===== src/rtl/rtc_pkg.sv =====
package rtc_pkg;
  localparam int unsigned BUS_AW = 6;

  localparam logic [BUS_AW-1:0] OFF_MASK   = 6'h00;
  localparam logic [BUS_AW-1:0] OFF_STAT   = 6'h04;
  localparam logic [BUS_AW-1:0] OFF_RLD_HI = 6'h08;
  localparam logic [BUS_AW-1:0] OFF_RLD_LO = 6'h0C;
  localparam logic [BUS_AW-1:0] OFF_DIV_HI = 6'h10;
  localparam logic [BUS_AW-1:0] OFF_DIV_LO = 6'h14;
  localparam logic [BUS_AW-1:0] OFF_CNT_HI = 6'h18;
  localparam logic [BUS_AW-1:0] OFF_CNT_LO = 6'h1C;
  localparam logic [BUS_AW-1:0] OFF_ALM_HI = 6'h20;
  localparam logic [BUS_AW-1:0] OFF_ALM_LO = 6'h24;

  // event flag indices, shared by the status and mask registers
  localparam int unsigned EV_N   = 3;
  localparam int unsigned EV_SEC = 0;
  localparam int unsigned EV_ALM = 1;
  localparam int unsigned EV_OVF = 2;

  // further status bits
  localparam int unsigned ST_SYNC = 3;
  localparam int unsigned ST_CFG  = 4;
  localparam int unsigned ST_IDLE = 5;

  typedef logic [EV_N-1:0] evt_vec_t;
endpackage


===== src/rtl/rtc_prescaler.sv =====
module rtc_prescaler #(
  parameter int unsigned     PS_W     = 20,
  parameter logic [PS_W-1:0] PS_RESET = 20'h08000
) (
  input  logic            clk_i,
  input  logic            rst_i,
  input  logic            load_i,
  input  logic [PS_W-1:0] load_val_i,
  input  logic [PS_W-1:0] reload_i,
  output logic [PS_W-1:0] div_o,
  output logic            tick_o
);
  logic [PS_W-1:0] div_q;

  always_ff @(posedge clk_i) begin
    if (rst_i)               div_q <= PS_RESET;
    else if (load_i)         div_q <= load_val_i;
    else if (div_q == '0)    div_q <= reload_i;
    else                     div_q <= div_q - 1'b1;
  end

  assign tick_o = (div_q == '0) && !load_i;
  assign div_o  = div_q;

  // a tick always restarts the divider from the active reload value
  a_r2_tick_reload: assert property (@(posedge clk_i) disable iff (rst_i)
    tick_o |=> (div_q == $past(reload_i)));
endmodule


===== src/rtl/rtc_count_core.sv =====
module rtc_count_core
  import rtc_pkg::*;
#(
  parameter int unsigned CNT_W = 32
) (
  input  logic             clk_i,
  input  logic             rst_i,
  input  logic             tick_i,
  input  logic             ld_hi_i,
  input  logic             ld_lo_i,
  input  logic [CNT_W-1:0] ld_val_i,
  input  logic [CNT_W-1:0] alarm_i,
  input  evt_vec_t         clr_i,
  input  logic             clr_sync_i,
  input  logic             sync_set_i,
  output logic [CNT_W-1:0] cnt_o,
  output evt_vec_t         flag_o,
  output logic             sync_o
);
  localparam int unsigned HALF = CNT_W / 2;

  logic [CNT_W-1:0] cnt_q;
  logic [CNT_W-1:0] cnt_nxt;
  evt_vec_t         set_v;
  evt_vec_t         flag_q;
  logic             sync_q;

  assign cnt_nxt = cnt_q + 1'b1;

  always_ff @(posedge clk_i) begin
    if (rst_i) begin
      cnt_q <= '0;
    end else if (ld_hi_i || ld_lo_i) begin
      cnt_q <= {ld_hi_i ? ld_val_i[CNT_W-1:HALF] : cnt_q[CNT_W-1:HALF],
                ld_lo_i ? ld_val_i[HALF-1:0]     : cnt_q[HALF-1:0]};
    end else if (tick_i) begin
      cnt_q <= cnt_nxt;
    end
  end

  always_comb begin
    set_v         = '0;
    set_v[EV_SEC] = tick_i;
    set_v[EV_ALM] = tick_i && (cnt_nxt == alarm_i);
    set_v[EV_OVF] = tick_i && (&cnt_q);
  end

  for (genvar g = 0; g < EV_N; g++) begin : g_flag
    logic f_q;
    always_ff @(posedge clk_i) begin
      if (rst_i) f_q <= 1'b0;
      else       f_q <= (f_q && !clr_i[g]) || set_v[g];
    end
    assign flag_q[g] = f_q;
  end

  always_ff @(posedge clk_i) begin
    if (rst_i) sync_q <= 1'b0;
    else       sync_q <= (sync_q && !clr_sync_i) || tick_i || sync_set_i;
  end

  assign cnt_o  = cnt_q;
  assign flag_o = flag_q;
  assign sync_o = sync_q;

  // every tick leaves the tick flag set
  a_r6_sec_on_tick: assert property (@(posedge clk_i) disable iff (rst_i)
    tick_i |=> flag_q[EV_SEC]);
  // a tick at all ones wraps the count and records it
  a_r8_wrap: assert property (@(posedge clk_i) disable iff (rst_i)
    (tick_i && (&cnt_q)) |=> (flag_q[EV_OVF] && (cnt_q == '0)));
  // a fresh alarm flag means the count now equals the alarm it was compared with
  a_r7_alarm_match: assert property (@(posedge clk_i) disable iff (rst_i)
    $rose(flag_q[EV_ALM]) |-> (cnt_q == $past(alarm_i)));
  // a flag stays set until software clears it
  a_r9_sticky: assert property (@(posedge clk_i) disable iff (rst_i)
    (flag_q[EV_ALM] && !clr_i[EV_ALM]) |=> flag_q[EV_ALM]);
endmodule


===== src/rtl/rtc_cfg_gate.sv =====
module rtc_cfg_gate
  import rtc_pkg::*;
#(
  parameter int unsigned     DATA_W     = 16,
  parameter int unsigned     PS_W       = 20,
  parameter int unsigned     COMMIT_CYC = 3,
  parameter logic [PS_W-1:0] PS_RESET   = 20'h08000,
  localparam int unsigned    CNT_W      = 2 * DATA_W
) (
  input  logic              clk_i,
  input  logic              rst_i,
  input  logic              sel_i,
  input  logic              wr_i,
  input  logic [BUS_AW-1:0] addr_i,
  input  logic [DATA_W-1:0] wdata_i,
  output evt_vec_t          mask_o,
  output logic              cfg_o,
  output logic              busy_o,
  output evt_vec_t          clr_o,
  output logic              clr_sync_o,
  output logic              apply_o,
  output logic              ld_cnt_hi_o,
  output logic              ld_cnt_lo_o,
  output logic [CNT_W-1:0]  cnt_val_o,
  output logic              ps_load_o,
  output logic [PS_W-1:0]   rld_o,
  output logic [PS_W-1:0]   rld_next_o,
  output logic [CNT_W-1:0]  alarm_o
);
  localparam int unsigned RH_W   = PS_W - DATA_W;
  localparam int unsigned BUSY_W = $clog2(COMMIT_CYC + 1);

  logic [BUSY_W-1:0] busy_q;
  logic              cfg_q;
  evt_vec_t          mask_q;
  logic [CNT_W-1:0]  stg_cnt, stg_alm, alm_q, alm_next;
  logic [PS_W-1:0]   stg_rld, rld_q, rld_next;
  logic              d_cnt_hi, d_cnt_lo, d_alm_hi, d_alm_lo, d_rld_hi, d_rld_lo;
  logic              wr_ok, stg_ok, stat_wr, exit_cfg, apply;

  assign wr_ok    = sel_i && wr_i && (busy_q == '0);
  assign stg_ok   = wr_ok && cfg_q;
  assign stat_wr  = wr_ok && (addr_i == OFF_STAT);
  assign exit_cfg = stat_wr && cfg_q && !wdata_i[ST_CFG];
  assign apply    = (busy_q == BUSY_W'(1));

  always_ff @(posedge clk_i) begin
    if (rst_i) begin
      busy_q   <= '0;
      cfg_q    <= 1'b0;
      mask_q   <= '0;
      stg_cnt  <= '0;
      stg_alm  <= '0;
      stg_rld  <= '0;
      alm_q    <= '1;
      rld_q    <= PS_RESET;
      d_cnt_hi <= 1'b0;
      d_cnt_lo <= 1'b0;
      d_alm_hi <= 1'b0;
      d_alm_lo <= 1'b0;
      d_rld_hi <= 1'b0;
      d_rld_lo <= 1'b0;
    end else begin
      if (wr_ok && (addr_i == OFF_MASK)) mask_q <= wdata_i[EV_N-1:0];
      if (stat_wr)                       cfg_q  <= wdata_i[ST_CFG];

      if (exit_cfg)            busy_q <= BUSY_W'(COMMIT_CYC);
      else if (busy_q != '0)   busy_q <= busy_q - 1'b1;

      if (stg_ok && (addr_i == OFF_CNT_HI)) begin
        stg_cnt[CNT_W-1:DATA_W] <= wdata_i;
        d_cnt_hi                <= 1'b1;
      end
      if (stg_ok && (addr_i == OFF_CNT_LO)) begin
        stg_cnt[DATA_W-1:0] <= wdata_i;
        d_cnt_lo            <= 1'b1;
      end
      if (stg_ok && (addr_i == OFF_ALM_HI)) begin
        stg_alm[CNT_W-1:DATA_W] <= wdata_i;
        d_alm_hi                <= 1'b1;
      end
      if (stg_ok && (addr_i == OFF_ALM_LO)) begin
        stg_alm[DATA_W-1:0] <= wdata_i;
        d_alm_lo            <= 1'b1;
      end
      if (stg_ok && (addr_i == OFF_RLD_HI)) begin
        stg_rld[PS_W-1:DATA_W] <= wdata_i[RH_W-1:0];
        d_rld_hi               <= 1'b1;
      end
      if (stg_ok && (addr_i == OFF_RLD_LO)) begin
        stg_rld[DATA_W-1:0] <= wdata_i;
        d_rld_lo            <= 1'b1;
      end

      if (apply) begin
        alm_q    <= alm_next;
        rld_q    <= rld_next;
        d_cnt_hi <= 1'b0;
        d_cnt_lo <= 1'b0;
        d_alm_hi <= 1'b0;
        d_alm_lo <= 1'b0;
        d_rld_hi <= 1'b0;
        d_rld_lo <= 1'b0;
      end
    end
  end

  assign alm_next = {d_alm_hi ? stg_alm[CNT_W-1:DATA_W] : alm_q[CNT_W-1:DATA_W],
                     d_alm_lo ? stg_alm[DATA_W-1:0]     : alm_q[DATA_W-1:0]};
  assign rld_next = {d_rld_hi ? stg_rld[PS_W-1:DATA_W]  : rld_q[PS_W-1:DATA_W],
                     d_rld_lo ? stg_rld[DATA_W-1:0]     : rld_q[DATA_W-1:0]};

  for (genvar g = 0; g < EV_N; g++) begin : g_clr
    assign clr_o[g] = stat_wr && !wdata_i[g];
  end
  assign clr_sync_o = stat_wr && !wdata_i[ST_SYNC];

  assign mask_o      = mask_q;
  assign cfg_o       = cfg_q;
  assign busy_o      = (busy_q != '0);
  assign apply_o     = apply;
  assign ld_cnt_hi_o = apply && d_cnt_hi;
  assign ld_cnt_lo_o = apply && d_cnt_lo;
  assign cnt_val_o   = stg_cnt;
  assign ps_load_o   = apply && (d_cnt_hi || d_cnt_lo || d_rld_hi || d_rld_lo);
  assign rld_o       = rld_q;
  assign rld_next_o  = rld_next;
  assign alarm_o     = alm_q;

  // a write presented while the commit window is open changes no mask bit
  a_r5_busy_drops_write: assert property (@(posedge clk_i) disable iff (rst_i)
    ((busy_q != '0) && sel_i && wr_i && (addr_i == OFF_MASK)) |=> $stable(mask_q));
  // the commit window only opens when configuration mode is left
  a_r5_window_on_exit: assert property (@(posedge clk_i) disable iff (rst_i)
    ((busy_q != '0) && $past(busy_q == '0)) |-> ($past(cfg_q) && !cfg_q));
  // outside configuration mode the staging storage never moves
  a_r3_no_stage: assert property (@(posedge clk_i) disable iff (rst_i)
    (!cfg_q && sel_i && wr_i) |=> ($stable(stg_cnt) && $stable(stg_alm) && $stable(stg_rld)));
endmodule


===== src/rtl/rtc_timebase.sv =====
module rtc_timebase
  import rtc_pkg::*;
#(
  parameter int unsigned     DATA_W     = 16,
  parameter int unsigned     PS_W       = 20,
  parameter int unsigned     COMMIT_CYC = 3,
  parameter logic [PS_W-1:0] PS_RESET   = 20'h08000
) (
  input  logic              clk_i,
  input  logic              rst_i,
  input  logic              bus_sel_i,
  input  logic              bus_wr_i,
  input  logic [BUS_AW-1:0] bus_addr_i,
  input  logic [DATA_W-1:0] bus_wdata_i,
  output logic [DATA_W-1:0] bus_rdata_o,
  output logic              irq_o,
  output logic              irq_alarm_o
);
  localparam int unsigned CNT_W = 2 * DATA_W;
  localparam int unsigned RH_W  = PS_W - DATA_W;

  evt_vec_t          mask, clr, flags;
  logic              cfg, busy, clr_sync, apply, ld_hi, ld_lo, ps_load, tick, sync;
  logic [CNT_W-1:0]  stg_cnt, alarm, cnt;
  logic [PS_W-1:0]   rld, rld_next, div;
  logic [DATA_W-1:0] rd_mux, rdata_q;
  logic              irq_q, irq_alm_q;

  rtc_cfg_gate #(
    .DATA_W(DATA_W), .PS_W(PS_W), .COMMIT_CYC(COMMIT_CYC), .PS_RESET(PS_RESET)
  ) u_cfg (
    .clk_i(clk_i), .rst_i(rst_i),
    .sel_i(bus_sel_i), .wr_i(bus_wr_i), .addr_i(bus_addr_i), .wdata_i(bus_wdata_i),
    .mask_o(mask), .cfg_o(cfg), .busy_o(busy), .clr_o(clr), .clr_sync_o(clr_sync),
    .apply_o(apply), .ld_cnt_hi_o(ld_hi), .ld_cnt_lo_o(ld_lo), .cnt_val_o(stg_cnt),
    .ps_load_o(ps_load), .rld_o(rld), .rld_next_o(rld_next), .alarm_o(alarm)
  );

  rtc_prescaler #(.PS_W(PS_W), .PS_RESET(PS_RESET)) u_ps (
    .clk_i(clk_i), .rst_i(rst_i), .load_i(ps_load), .load_val_i(rld_next),
    .reload_i(rld), .div_o(div), .tick_o(tick)
  );

  rtc_count_core #(.CNT_W(CNT_W)) u_core (
    .clk_i(clk_i), .rst_i(rst_i), .tick_i(tick), .ld_hi_i(ld_hi), .ld_lo_i(ld_lo),
    .ld_val_i(stg_cnt), .alarm_i(alarm), .clr_i(clr), .clr_sync_i(clr_sync),
    .sync_set_i(apply), .cnt_o(cnt), .flag_o(flags), .sync_o(sync)
  );

  always_comb begin
    rd_mux = '0;
    case (bus_addr_i)
      OFF_MASK:   rd_mux[EV_N-1:0] = mask;
      OFF_STAT: begin
        rd_mux[EV_N-1:0] = flags;
        rd_mux[ST_SYNC]  = sync;
        rd_mux[ST_CFG]   = cfg;
        rd_mux[ST_IDLE]  = !busy;
      end
      OFF_RLD_HI: rd_mux[RH_W-1:0] = rld[PS_W-1:DATA_W];
      OFF_RLD_LO: rd_mux = rld[DATA_W-1:0];
      OFF_DIV_HI: rd_mux[RH_W-1:0] = div[PS_W-1:DATA_W];
      OFF_DIV_LO: rd_mux = div[DATA_W-1:0];
      OFF_CNT_HI: rd_mux = cnt[CNT_W-1:DATA_W];
      OFF_CNT_LO: rd_mux = cnt[DATA_W-1:0];
      OFF_ALM_HI: rd_mux = alarm[CNT_W-1:DATA_W];
      OFF_ALM_LO: rd_mux = alarm[DATA_W-1:0];
      default:    rd_mux = '0;
    endcase
  end

  always_ff @(posedge clk_i) begin
    if (rst_i) begin
      rdata_q   <= '0;
      irq_q     <= 1'b0;
      irq_alm_q <= 1'b0;
    end else begin
      if (bus_sel_i && !bus_wr_i) rdata_q <= rd_mux;
      irq_q     <= |(flags & mask);
      irq_alm_q <= flags[EV_ALM] && mask[EV_ALM];
    end
  end

  assign bus_rdata_o = rdata_q;
  assign irq_o       = irq_q;
  assign irq_alarm_o = irq_alm_q;

  // the alarm pin follows the enabled alarm flag one cycle later
  a_r10_irq_alarm: assert property (@(posedge clk_i) disable iff (rst_i)
    irq_alarm_o |-> $past(flags[EV_ALM] && mask[EV_ALM]));
  // the summary pin is low whenever no enabled flag was set the cycle before
  a_r10_irq_any: assert property (@(posedge clk_i) disable iff (rst_i)
    !$past(|(flags & mask)) |-> !irq_o);
endmodule


===== config.mk =====
export PLATFORM = sky130hd
export DESIGN_NAME = rtc_timebase
export DESIGN_NICKNAME = d
export VERILOG_FILES = /design/src/rtl/rtc_pkg.sv /design/src/rtl/rtc_prescaler.sv /design/src/rtl/rtc_count_core.sv /design/src/rtl/rtc_cfg_gate.sv /design/src/rtl/rtc_timebase.sv
export SDC_FILE = /design/constraint.sdc
export NUM_CORES = 1
export LEC_CHECK = 0
export BUFFER_PORTS_ARGS = -buffer_cell sky130_fd_sc_hd__clkbuf_2
export CAP_MARGIN = 20
export CORE_ASPECT_RATIO = 1.1
export CORE_UTILIZATION = 55
export DETAILED_ROUTE_END_ITERATION = 12
export GPL_TIMING_DRIVEN = 0
export HOLD_SLACK_MARGIN = 0.1
export PLACE_DENSITY = 0.72
export SKIP_CTS_REPAIR_TIMING = 1
export SYNTH_ARGS = -nofsm -noshare
export SYNTH_HDL_FRONTEND = slang
export SYNTH_HIERARCHICAL = 1
export SYNTH_SLANG_ARGS = --single-unit

===== constraint.sdc =====
create_clock -name clk_i -period 4.2 [get_ports clk_i]
set_input_delay 0.21 -clock clk_i [delete_from_list [all_inputs] [get_ports clk_i]]
set_output_delay 0.21 -clock clk_i [all_outputs]
set_load 0.01 [all_outputs]

==> impl_metrics.tcl <==
set metrics [dict create \
    maxCapViolCount 0 \
    insertion_delay_ns 0.53 \
    grt_pass1_wl_um 59600 \
    synth_compound_area_share_pct 13.3 \
    multi_input_area_mm2 0.00683 \
    layout_common_cells "222 x dfxtp_1, 133 x mux2i_1, 130 x nor2_1, 111 x nand2b_1, 70 x nand2_1" \
    num_rows 55 \
    ys_ff_latch 222 \
    power_leakage_uw 0.00519 \
    wl_per_cell_um 24.1 \
    p_total_uw 5420 \
    synth_top_area_share_pct 37.6 \
    track_usage_pct 36.4 \
    p_int_uw 3910 \
    grt-ovfl-total 0 \
    crit_path_start_kind "flip-flop" \
    grtUsageMet1_pct 53.5 \
    clk_pin_slew_ns 0.06 \
    die-area_mm2 0.0221 \
    grtUsageMet2_pct 54.0 \
    gp_congestion 1.03 \
    cts.sinks 222 \
    first_iter_violations 1188 \
    start_util_pct 56.9 \
    cts_tree "yes" \
    dpl.hpwl_um 30800 \
    rsz0062_at_grt "false" \
    seq_area_frac_synth_pct 37.6 \
    busiest_layer "met2" \
    synth_xor_area_share_pct 6.45 \
    synthMuxAreaShare_pct 13.6 \
    tns_ns 0 \
    p_seq_share_pct 42.9 \
    syn-num-nets 1324 \
    root_buffer "clkbuf_16" \
    cts_max_level 1 \
    postRouteAntennaNets 0 \
    regArea_mm2 0.00444 \
    fin_skew_ns 0.0192 \
    antenna_found_initial 0 \
    hold_slack_ns 0.131 \
    fin_crit_ns 4.12 \
    min_period_over_period_pct 98.1 \
    syn_avg_cell_area_um2 9.14 \
    layout_commonest_cell "dfxtp_1" \
    fmax_mhz 243 \
    combPwrFrac_pct 15.4 \
    pin_count 44 \
    antennaDiodeCount 0 \
    netlist_area_mm2 0.0118 \
    drc 0 \
    outcome "finished, final reports clean" \
    switching_power_uw 1510 \
    cts_buffers 24 \
    die_h_um 156 \
    yosysWarnings 6 \
    synth_top_family_by_area "simple AND/OR/NAND/NOR gates" \
    irDropWorstVdd_v 0.000358 \
    clock_path_buffers 3 \
    synthArstFlopShare_pct 0 \
    synth-simple-area-share_pct 23.9 \
    grt_pass1_vias 9633 \
    ys_top_cells_by_area "dfxtp_1 38%, mux2i_1 11%, nand2b_1 5.9%" \
    yosys_most_used_dff "dfxtp_1" \
    setup_violations 0 \
    critical_path_required_ns 4.63 \
    crit_path_end_kind "flip-flop" \
    num_vias 10500 \
    min_path_type "primary input to flip-flop" \
    port_buffers 43 \
    synthesis.instances 1293 \
    path_class "flip-flop to flip-flop" \
    syn2layout_area_growth_pct 12.3 \
    cp_max_fo 10 \
    grt_max_degree 14 \
    grtUsageMet3_pct 4.88 \
    p_clk_share_pct 41.7 \
    sw_frac_of_total_pct 27.9 \
    power_density_mw_per_mm2 409 \
    coreArea_mm2 0.0208 \
    fin_nets 1394 \
    finalMaxSlewViolations 0 \
    ys_types 86 \
    viasPerCell 6.27 \
    fillers 1810 \
    relSlewSlack_pct 37.7 \
    drive_gt1_share_pct 13.2 \
    cp.arrival_ns 4.55 \
    synth_edf_count 0 \
    die_w_um 142 \
    yosys.area_share.adder_pct 0.529 \
    worst_slew_pin_slew_ns 0.933 \
    hold_viol_final 0 \
    yosys.area.top_type "dfxtp_1" \
    first_pass_iters 5 \
    drt-total-wl_um 40100 \
]
-- routing by layer --
metal | up-vias | wire length (µm)
li1 | 4784 | -
met1 | 4989 | 18000
met4 | 0 | 1450
met5 | - | 0
met2 | 589 | 17000
met3 | 90 | 3620
-- worst paths after layout --
kind	from	to	slack, ns	depth (start not counted)
worst max register to register	u_ps/div_o[14]	u_core/g_flag[1].f_q	0.08	12
worst min register to register	u_cfg/stg_alm[30]	u_cfg/stg_alm[30]	0.48	2
worst max-delay path	u_ps/div_o[14]	u_core/g_flag[1].f_q	0.08	12
worst min-delay path	bus_wdata_i[0]	u_core/g_flag[0].f_q	0.13	5
-- power by group through the flow --
stage | Clock, µW | Combinational, µW | Sequential (µW)
global route | 2360 | 902 | 2330
detailed placement | 0 | 805 | 2360
global placement | 0 | 798 | 2360
CTS | 2270 | 811 | 2320
finish | 2260 | 834 | 2330
floorplan | 0 | 599 | 2310
-- state kept, by name, indices dropped and copies added (netlist names), 16 cells and up --
| name | flops |
|---|---|
| u_cfg/alarm_o | 32 |
| u_cfg/cnt_val_o | 32 |
| u_cfg/stg_alm | 32 |
| u_core/cnt_o | 32 |
| u_cfg/rld_o | 20 |
| u_cfg/stg_rld | 20 |
| u_ps/div_o | 20 |
| bus_rdata_o | 16 |
-- stage by stage --
stage	util, %	std cells	area [µm²]	setup slack (ns)
floorplan	-	1293	11800	1.17
global placement	59.6	1621	12400	-0.164
detailed placement	59.6	1621	12400	-0.142
CTS	63.7	1665	13200	-0.178
global route	63.8	1666	13300	0.00352
finish	63.8	1666	13300	0.0789
-- final cells by class --
type / count / share of cell area [%]
multi-input combinational: 955 / 51.5
sequential: 222 / 33.5
clock buffer: 37 / 5.51
buffer: 92 / 3.45
tap: 285 / 2.69
timing repair buffer: 45 / 1.77
clock inverter: 7 / 0.896
inverter: 23 / 0.651
-- cell usage after synthesis (16+ instances only) --
cell	number
dfxtp_1	222
mux2i_1	133
nor2_1	130
nand2b_1	111
nand2_1	70
and3_1	50
clkbuf_1	50
xnor2_1	48
xor2_1	39
a211o_1	35
a21oi_1	32
mux2_2	24
nand4_1	24
inv_1	23
nand3_1	23
buf_2	21
nor3_1	19
a221oi_1	18
o21ai_0	16
-- worst max-delay path, cell delays in order (launching register included) --
cell,delay (ns)
dfxtp_1,0.40
or4_4,0.61
nor3b_4,0.43
nand2_1,0.21
clkbuf_1,0.29
nor2_1,0.35
clkbuf_2,0.35
nand4b_1,0.18
a211oi_1,0.21
nand4_1,0.18
a2111oi_2,0.30
nand4_1,0.27
o31ai_2,0.24
-- cell families (layout without fill, tap and decap cells) --
logic type / count (synthesis) / after routing
flops: 222 / 222
buf+inv: 116 / 204
simple gates: 510 / 510
mux: 157 / 157
xor+xnor: 87 / 87
compound gates: 196 / 196
fa+ha+maj: 5 / 5
No activity file was read; power rests on OpenSTA's default activity.
